**config.mk**
```make
export PLATFORM = sky130hd
export DESIGN_NAME = fpadd_seq
export DESIGN_NICKNAME = d
export VERILOG_FILES = /design/src/rtl/fpadd_pkg.sv /design/src/rtl/fpadd_ctrl.sv /design/src/rtl/fpadd_dp.sv /design/src/rtl/fpadd_seq.sv
export SDC_FILE = /design/constraint.sdc
export NUM_CORES = 1
export LEC_CHECK = 0
export BUFFER_PORTS_ARGS = -buffer_cell sky130_fd_sc_hd__buf_4
export CAP_MARGIN = 20
export CORE_ASPECT_RATIO = 0.8
export CORE_MARGIN = 2
export CORE_UTILIZATION = 60
export CTS_BUF_LIST = sky130_fd_sc_hd__clkbuf_4 sky130_fd_sc_hd__clkbuf_8 sky130_fd_sc_hd__clkbuf_16
export DETAILED_ROUTE_END_ITERATION = 6
export HOLD_SLACK_MARGIN = 0.05
export PLACE_DENSITY_LB_ADDON = 0.15
export RECOVER_POWER = 50
export SLEW_MARGIN = 20
export SYNTH_ARGS = -nofsm -noshare
export SYNTH_HDL_FRONTEND = slang
export SYNTH_HIERARCHICAL = 1
export SYNTH_SLANG_ARGS = --single-unit
```
**constraint.sdc**
```tcl
create_clock -name clk -period 4.99 [get_ports clk]
set_input_delay 0.7485 -clock clk [delete_from_list [all_inputs] [get_ports clk]]
set_output_delay 0.7485 -clock clk [all_outputs]
set_load 0.005 [all_outputs]
```
**src/rtl/fpadd_pkg.sv**
```systemverilog
package fpadd_pkg;

  typedef enum logic [1:0] {
    ST_IDLE,
    ST_ALIGN,
    ST_ADD,
    ST_NORM
  } fpaState_e;

  // Strobes from the control FSM to the datapath
  typedef struct packed {
    logic load;      // capture operands
    logic align;     // compare exponents, align or bypass
    logic addSub;    // combine magnitudes
    logic normStep;  // one normalization cycle
  } fpaStrobe_t;

endpackage

```
**src/rtl/fpadd_ctrl.sv**
```systemverilog
module fpadd_ctrl
  import fpadd_pkg::*;
(
  input  logic       clk,
  input  logic       rstN,
  input  logic       start,
  input  logic       bypass,
  input  logic       normFin,
  output fpaStrobe_t stb,
  output logic       done,
  output logic       busy
);

  fpaState_e state, stateNxt;
  logic      finishNow;

  always_comb begin
    stateNxt  = state;
    stb       = '0;
    finishNow = 1'b0;
    unique case (state)
      ST_IDLE: begin
        if (start) begin
          stb.load = 1'b1;
          stateNxt = ST_ALIGN;
        end
      end
      ST_ALIGN: begin
        stb.align = 1'b1;
        if (bypass) begin
          finishNow = 1'b1;
          stateNxt  = ST_IDLE;
        end else begin
          stateNxt  = ST_ADD;
        end
      end
      ST_ADD: begin
        stb.addSub = 1'b1;
        stateNxt   = ST_NORM;
      end
      ST_NORM: begin
        stb.normStep = 1'b1;
        if (normFin) begin
          finishNow = 1'b1;
          stateNxt  = ST_IDLE;
        end
      end
      default: stateNxt = ST_IDLE;
    endcase
  end

  always_ff @(posedge clk or negedge rstN) begin
    if (!rstN) begin
      state <= ST_IDLE;
      done  <= 1'b0;
    end else begin
      state <= stateNxt;
      done  <= finishNow;
    end
  end

  assign busy = (state != ST_IDLE);

endmodule

```
**src/rtl/fpadd_dp.sv**
```systemverilog
module fpadd_dp
  import fpadd_pkg::*;
#(
  parameter int EXP_W = 8,
  parameter int MAN_W = 16
) (
  input  logic                     clk,
  input  logic                     rstN,
  input  fpaStrobe_t               stb,
  input  logic [EXP_W+MAN_W:0]     x,
  input  logic [EXP_W+MAN_W:0]     y,
  output logic                     bypass,
  output logic                     normFin,
  output logic [EXP_W+MAN_W:0]     result,
  output logic                     overflow
);

  localparam int W = 1 + EXP_W + MAN_W;
  localparam logic [EXP_W-1:0] EXP_MAX = {EXP_W{1'b1}};

  logic [W-1:0]     xR, yR;
  logic             sx, sy;
  logic [EXP_W-1:0] ex, ey;
  logic [MAN_W-1:0] mx, my;

  // Operand capture
  always_ff @(posedge clk or negedge rstN) begin
    if (!rstN) begin
      xR <= '0;
      yR <= '0;
    end else if (stb.load) begin
      xR <= x;
      yR <= y;
    end
  end

  assign sx = xR[W-1];
  assign sy = yR[W-1];
  assign ex = xR[W-2:MAN_W];
  assign ey = yR[W-2:MAN_W];
  assign mx = xR[MAN_W-1:0];
  assign my = yR[MAN_W-1:0];

  // Exponent comparison and alignment
  logic             xBig;
  logic [EXP_W-1:0] bigExp, smallExp, expGap;
  logic [MAN_W-1:0] bigMan, smallMan, shiftedSmall;
  logic             bigSgn;
  logic [W-1:0]     bigWord;

  always_comb begin
    xBig     = (ex > ey) || ((ex == ey) && (mx >= my));
    bigExp   = xBig ? ex : ey;
    smallExp = xBig ? ey : ex;
    bigMan   = xBig ? mx : my;
    smallMan = xBig ? my : mx;
    bigSgn   = xBig ? sx : sy;
    bigWord  = xBig ? xR : yR;
    expGap   = bigExp - smallExp;
    bypass   = (32'(expGap) >= MAN_W);
    shiftedSmall = smallMan >> expGap;
  end

  // Aligned operands, working sum and exponent
  logic [MAN_W-1:0] bigManR, smallManR;
  logic             subR, sgnR;
  logic [EXP_W-1:0] expR;
  logic [MAN_W:0]   sumR;

  // Normalization status
  logic sumZero, carry, lead, expTop, expBot, underflow;
  logic [W-1:0] finalWord;
  logic         finalOvf;

  always_comb begin
    sumZero   = (sumR == '0);
    carry     = sumR[MAN_W];
    lead      = sumR[MAN_W-1];
    expTop    = (expR == EXP_MAX);
    expBot    = (expR == '0);
    underflow = !carry && !lead && expBot;
    normFin   = sumZero || (carry && expTop) || (!carry && lead) || underflow;
    if (sumZero || underflow) begin
      finalWord = '0;
    end else if (carry) begin
      finalWord = {sgnR, EXP_MAX, sumR[MAN_W:1]};
    end else begin
      finalWord = {sgnR, expR, sumR[MAN_W-1:0]};
    end
    finalOvf = carry;
  end

  always_ff @(posedge clk or negedge rstN) begin
    if (!rstN) begin
      bigManR   <= '0;
      smallManR <= '0;
      subR      <= 1'b0;
      sgnR      <= 1'b0;
      expR      <= '0;
      sumR      <= '0;
    end else begin
      if (stb.align) begin
        bigManR   <= bigMan;
        smallManR <= shiftedSmall;
        subR      <= sx ^ sy;
        sgnR      <= bigSgn;
        expR      <= bigExp;
      end
      if (stb.addSub) begin
        sumR <= subR ? ({1'b0, bigManR} - {1'b0, smallManR})
                     : ({1'b0, bigManR} + {1'b0, smallManR});
      end
      if (stb.normStep && !normFin) begin
        if (carry) begin
          sumR <= sumR >> 1;
          expR <= expR + 1'b1;
        end else begin
          sumR <= sumR << 1;
          expR <= expR - 1'b1;
        end
      end
    end
  end

  // Output registers
  always_ff @(posedge clk or negedge rstN) begin
    if (!rstN) begin
      result   <= '0;
      overflow <= 1'b0;
    end else if (stb.align && bypass) begin
      result   <= bigWord;
      overflow <= 1'b0;
    end else if (stb.normStep && normFin) begin
      result   <= finalWord;
      overflow <= finalOvf;
    end
  end

endmodule

```
**src/rtl/fpadd_seq.sv**
```systemverilog
module fpadd_seq
  import fpadd_pkg::*;
#(
  parameter int EXP_W = 8,
  parameter int MAN_W = 16
) (
  input  logic                 clk,
  input  logic                 rstN,
  input  logic                 start,
  input  logic [EXP_W+MAN_W:0] x,
  input  logic [EXP_W+MAN_W:0] y,
  output logic [EXP_W+MAN_W:0] result,
  output logic                 overflow,
  output logic                 done
);

  fpaStrobe_t stb;
  logic       bypass;
  logic       normFin;
  logic       busy;

  fpadd_ctrl u_ctrl (
    .clk     (clk),
    .rstN    (rstN),
    .start   (start),
    .bypass  (bypass),
    .normFin (normFin),
    .stb     (stb),
    .done    (done),
    .busy    (busy)
  );

  fpadd_dp #(
    .EXP_W (EXP_W),
    .MAN_W (MAN_W)
  ) u_dp (
    .clk      (clk),
    .rstN     (rstN),
    .stb      (stb),
    .x        (x),
    .y        (y),
    .bypass   (bypass),
    .normFin  (normFin),
    .result   (result),
    .overflow (overflow)
  );

endmodule

```
==> metrics.log <==
[metrics] cell depth of the worst hold path: 3
[metrics] Critical path origin: u_dp/yR[13]
[metrics] wire length of the first global-routing pass: 41400 µm
[metrics] hold buffers post-CTS: 0
[metrics] clock tree sinks: 138
[metrics] global-route total usage across every layer: 32.0%
[metrics] number of pins exceeding their max-slew limit in the final report: 173
[metrics] clock-pin slew of the registers on the worst-case setup and hold paths: 0.06 ns
[metrics] fin nets: 1233
[metrics] sum of negative setup slack: 0 ns
[metrics] Die H: 116 µm
[metrics] most common cell after layout, fill and taps aside: sky130_fd_sc_hd__dfrtp_1
[metrics] Top-Level Pins: 80
[metrics] estimated wirelength of the detail-placed design: 18300 µm
[metrics] unrepaired setup endpoints after global routing: no
[metrics] Max-Slew Margin vs Limit: -113%
[metrics] setup bufs post-CTS: 0
[metrics] root cell of the clock tree: sky130_fd_sc_hd__clkbuf_16
[metrics] kind of start point of the critical path: flop
[metrics] post-synthesis instance area: 9490 µm²
[metrics] vias in the first global route: just under 8000
[metrics] Tightest Pin Transition: 3.19 ns
[metrics] mean routed wirelength per cell: 19.1 µm
[metrics] proportion of synthesized flip-flops having asynchronous set or reset: 100%
[metrics] Setup CP Type: flop to flop
[metrics] Netlist cell types: 76
[metrics] maximum number of pins on one net before global-route repair: 102
[metrics] worst-path fanout max: 31
[metrics] Syn Nets: 1176
[metrics] per-cell via count in the routed design: 6.22
[metrics] weighted congestion reported at the end of routability-driven placement: 0.933
[metrics] EDFF count, synth: 0
[metrics] total vias in the final route: 8391
[metrics] fraction of layout instances using a drive strength above 1: 16.8%
[metrics] share of the cycle needed by the critical path after routing: 89.7%
[metrics] outcome: finished with violations
[metrics] die boundary width: 145 µm
[metrics] synthesized netlist cell count: 1066
[metrics] Critical R2R Launch: u_dp/yR[13]
[metrics] max-cap violations: 2
[metrics] clock tree from TritonCTS: built
[metrics] Hold Path Class: input port to flop
[metrics] number of antenna violations at the first check in global routing: 1
[metrics] initial cell density of the core: between 60% and 70%
[metrics] wire length reported by the detailed router: 25700 µm
[metrics] mean cell area of the mapped netlist: 8.90 µm²
[metrics] path depth of the worst reg2reg path: 14
[metrics] count of inserted antenna diode cells: 0
[metrics] number of gates resized after cts: 0
[metrics] post-synthesis sequential element count: 138
[metrics] standard-cell rows: 41
[metrics] end point of the worst hold path: u_dp/yR[17]
[metrics] standard cell core area: about 16000 µm²
[metrics] failing checks: max-capacitance violations, max-slew violations
[metrics] clock network latency to the later pin of the worst-skew pair: 0.43 ns
[metrics] Inserted Clock Buffers: 17
[metrics] H-tree level count: 4
[metrics] number of design-rule violations left by the first detailed-router iteration: approximately 1000
[metrics] ys flop type: sky130_fd_sc_hd__dfrtp_1
[metrics] total overflow reported by the global router: 0
[metrics] ANT nets after route: 0
[metrics] Layout Area Growth over Synthesis: 14.2%
[metrics] total setup violations reported at the end of the flow: 0
[metrics] number of synthesis warnings: 6
[metrics] element type at the critical path end: flop
[metrics] Worst EP required: 5.33 ns
[metrics] Worst Hold Launch: y[17]
[metrics] Worst Path Arrival: 4.81 ns
[metrics] Reg2Reg Capture Point: u_dp/result[7]
[metrics] flop2flop setup slack: between 0.5 and 0.6 ns
[metrics] quantity of I/O buffers inserted on ports: 79
[metrics] post-route DRC violation count: 0
[metrics] maximum clock path buffer count: 2
[metrics] maximum frequency from static timing analysis: 223 MHz
[metrics] share of the yosys chip area belonging to registers: 36.4%
[metrics] hold violation count in the final report: 0
[metrics] highest-count cells in the layout ignoring fill and taps: sky130_fd_sc_hd__dfrtp_1, sky130_fd_sc_hd__a21oi_1, sky130_fd_sc_hd__nand2_1, sky130_fd_sc_hd__buf_4, sky130_fd_sc_hd__nor2_1
[metrics] minimum clock period: 4.48 ns
[metrics] router iterations before antenna repair: 5
[metrics] Die ar.: 16800 µm²
[metrics] skew final: 0.00577 ns
## state kept, by name, indices dropped and copies added (netlist names), 8 cells and up, named ones only
signal and flops:
u_dp/expR 8, u_dp/xR 25, u_dp/smallManR 16, u_dp/result 25, u_dp/sumR 17, u_dp/yR 25, u_dp/bigManR 16
## worst max-delay path: stages, from the launching register on
cell and delay, ns:
sky130_fd_sc_hd__dfrtp_1 0.37, sky130_fd_sc_hd__inv_1 0.08, sky130_fd_sc_hd__ha_1 0.32, sky130_fd_sc_hd__nand4_2 0.15, sky130_fd_sc_hd__or4_4 0.59, sky130_fd_sc_hd__o31ai_2 0.44, sky130_fd_sc_hd__o21ai_4 0.07, sky130_fd_sc_hd__buf_4 0.29
sky130_fd_sc_hd__a221oi_2 0.42, sky130_fd_sc_hd__nor2_1 0.07, sky130_fd_sc_hd__o21ai_0 0.40, sky130_fd_sc_hd__a31oi_4 0.17, sky130_fd_sc_hd__o31ai_4 0.26, sky130_fd_sc_hd__buf_4 0.46, sky130_fd_sc_hd__mux2i_1 0.26
## layer usage
layer  GRT usage, %  vias up  share of wire [%]
met5              0        -              0.062
met4           10.7        2                2.4
met3           6.19       42                6.0
met2           49.8      308                 45
met1           45.5     4053                 47
li1               -     3986                  -
## stage by stage
stage          hold WS, ns  cell area (µm²)  util (%)  instances  setup WS, ns
5_1_grt              0.528            10800      69.3       1349         0.217
4_1_cts              0.467            10900      69.4       1349         0.599
3_5_place_dp         0.518            10300      65.6       1319         0.627
3_3_place_gp         0.510            10300      65.6       1319         0.786
6_report             0.528            10800      69.3       1349         0.513
2_1_floorplan        0.453             9490         -       1066         0.460
## worst max path at each step
stage / depth (start not counted) / to
2_1_floorplan: 19 / u_dp/result[10]
3_3_place_gp: 13 / u_dp/result[12]
3_5_place_dp: 14 / u_dp/result[13]
4_1_cts: 14 / u_dp/result[13]
5_1_grt: 14 / u_dp/result[13]
6_report: 14 / u_dp/result[7]
## cell type report
| type | instances | area (µm²) |
|---|---|---|
| well taps | 215 | 269 |
| clock buffers | 23 | 502 |
| inverters | 59 | 221 |
| repair buffers | 98 | 727 |
| multi-input cells | 809 | 5580 |
| fillers | 1258 | 4810 |
| flip-flops and latches | 138 | 3450 |
| clock inverters | 7 | 90.1 |
## logic make-up (layout without fill, tap and decap cells)
group                    after synthesis  after routing  synth area share, %
buffers and inverters                119            187                 5.08
XOR/XNOR                              33             33                 3.05
adder cells (fa/ha/maj)               57             57                 7.67
AND/OR/NAND/NOR                      307            307                 15.0
flip-flops                           138            138                 36.4
multiplexers                          80             80                 9.58
AO/OA/AOI/OAI                        332            332                 23.2
## synth_stat cells (all sizes together), types with 3 or more instances
master,number,area (µm²)
o211ai,22,165
or2,5,33.8
o31a,6,52.6
o21ai,64,324
o21bai,3,22.5
o2111ai,4,35.0
a2bb2oi,10,131
clkbuf,44,165
a21boi,4,30.0
a32o,3,30.0
or4,3,26.3
ha,55,688
nand4,5,37.5
nor3,33,176
o2111a,3,33.8
dfrtp,138,3450
o31ai,6,60.1
inv,59,221
buf,16,95.1
a31oi,19,134
a211oi,22,165
nand2,105,394
nand3,13,65.1
a21o,9,67.6
o21a,5,37.5
mux2,27,304
mux2i,47,470
a21oi,112,572
nor3b,5,37.5
nor2,90,340
a31o,4,35.0
nor2b,22,138
xnor2,28,245
xor2,5,43.8
mux4,6,135
o311a,3,30.0
or3,5,31.3
nor4,5,31.3
o22ai,12,75.1
nand2b,8,50.1
Power is not shown: default switching activity piles up to over one toggle a cycle in this logic, so the estimate is an artifact.
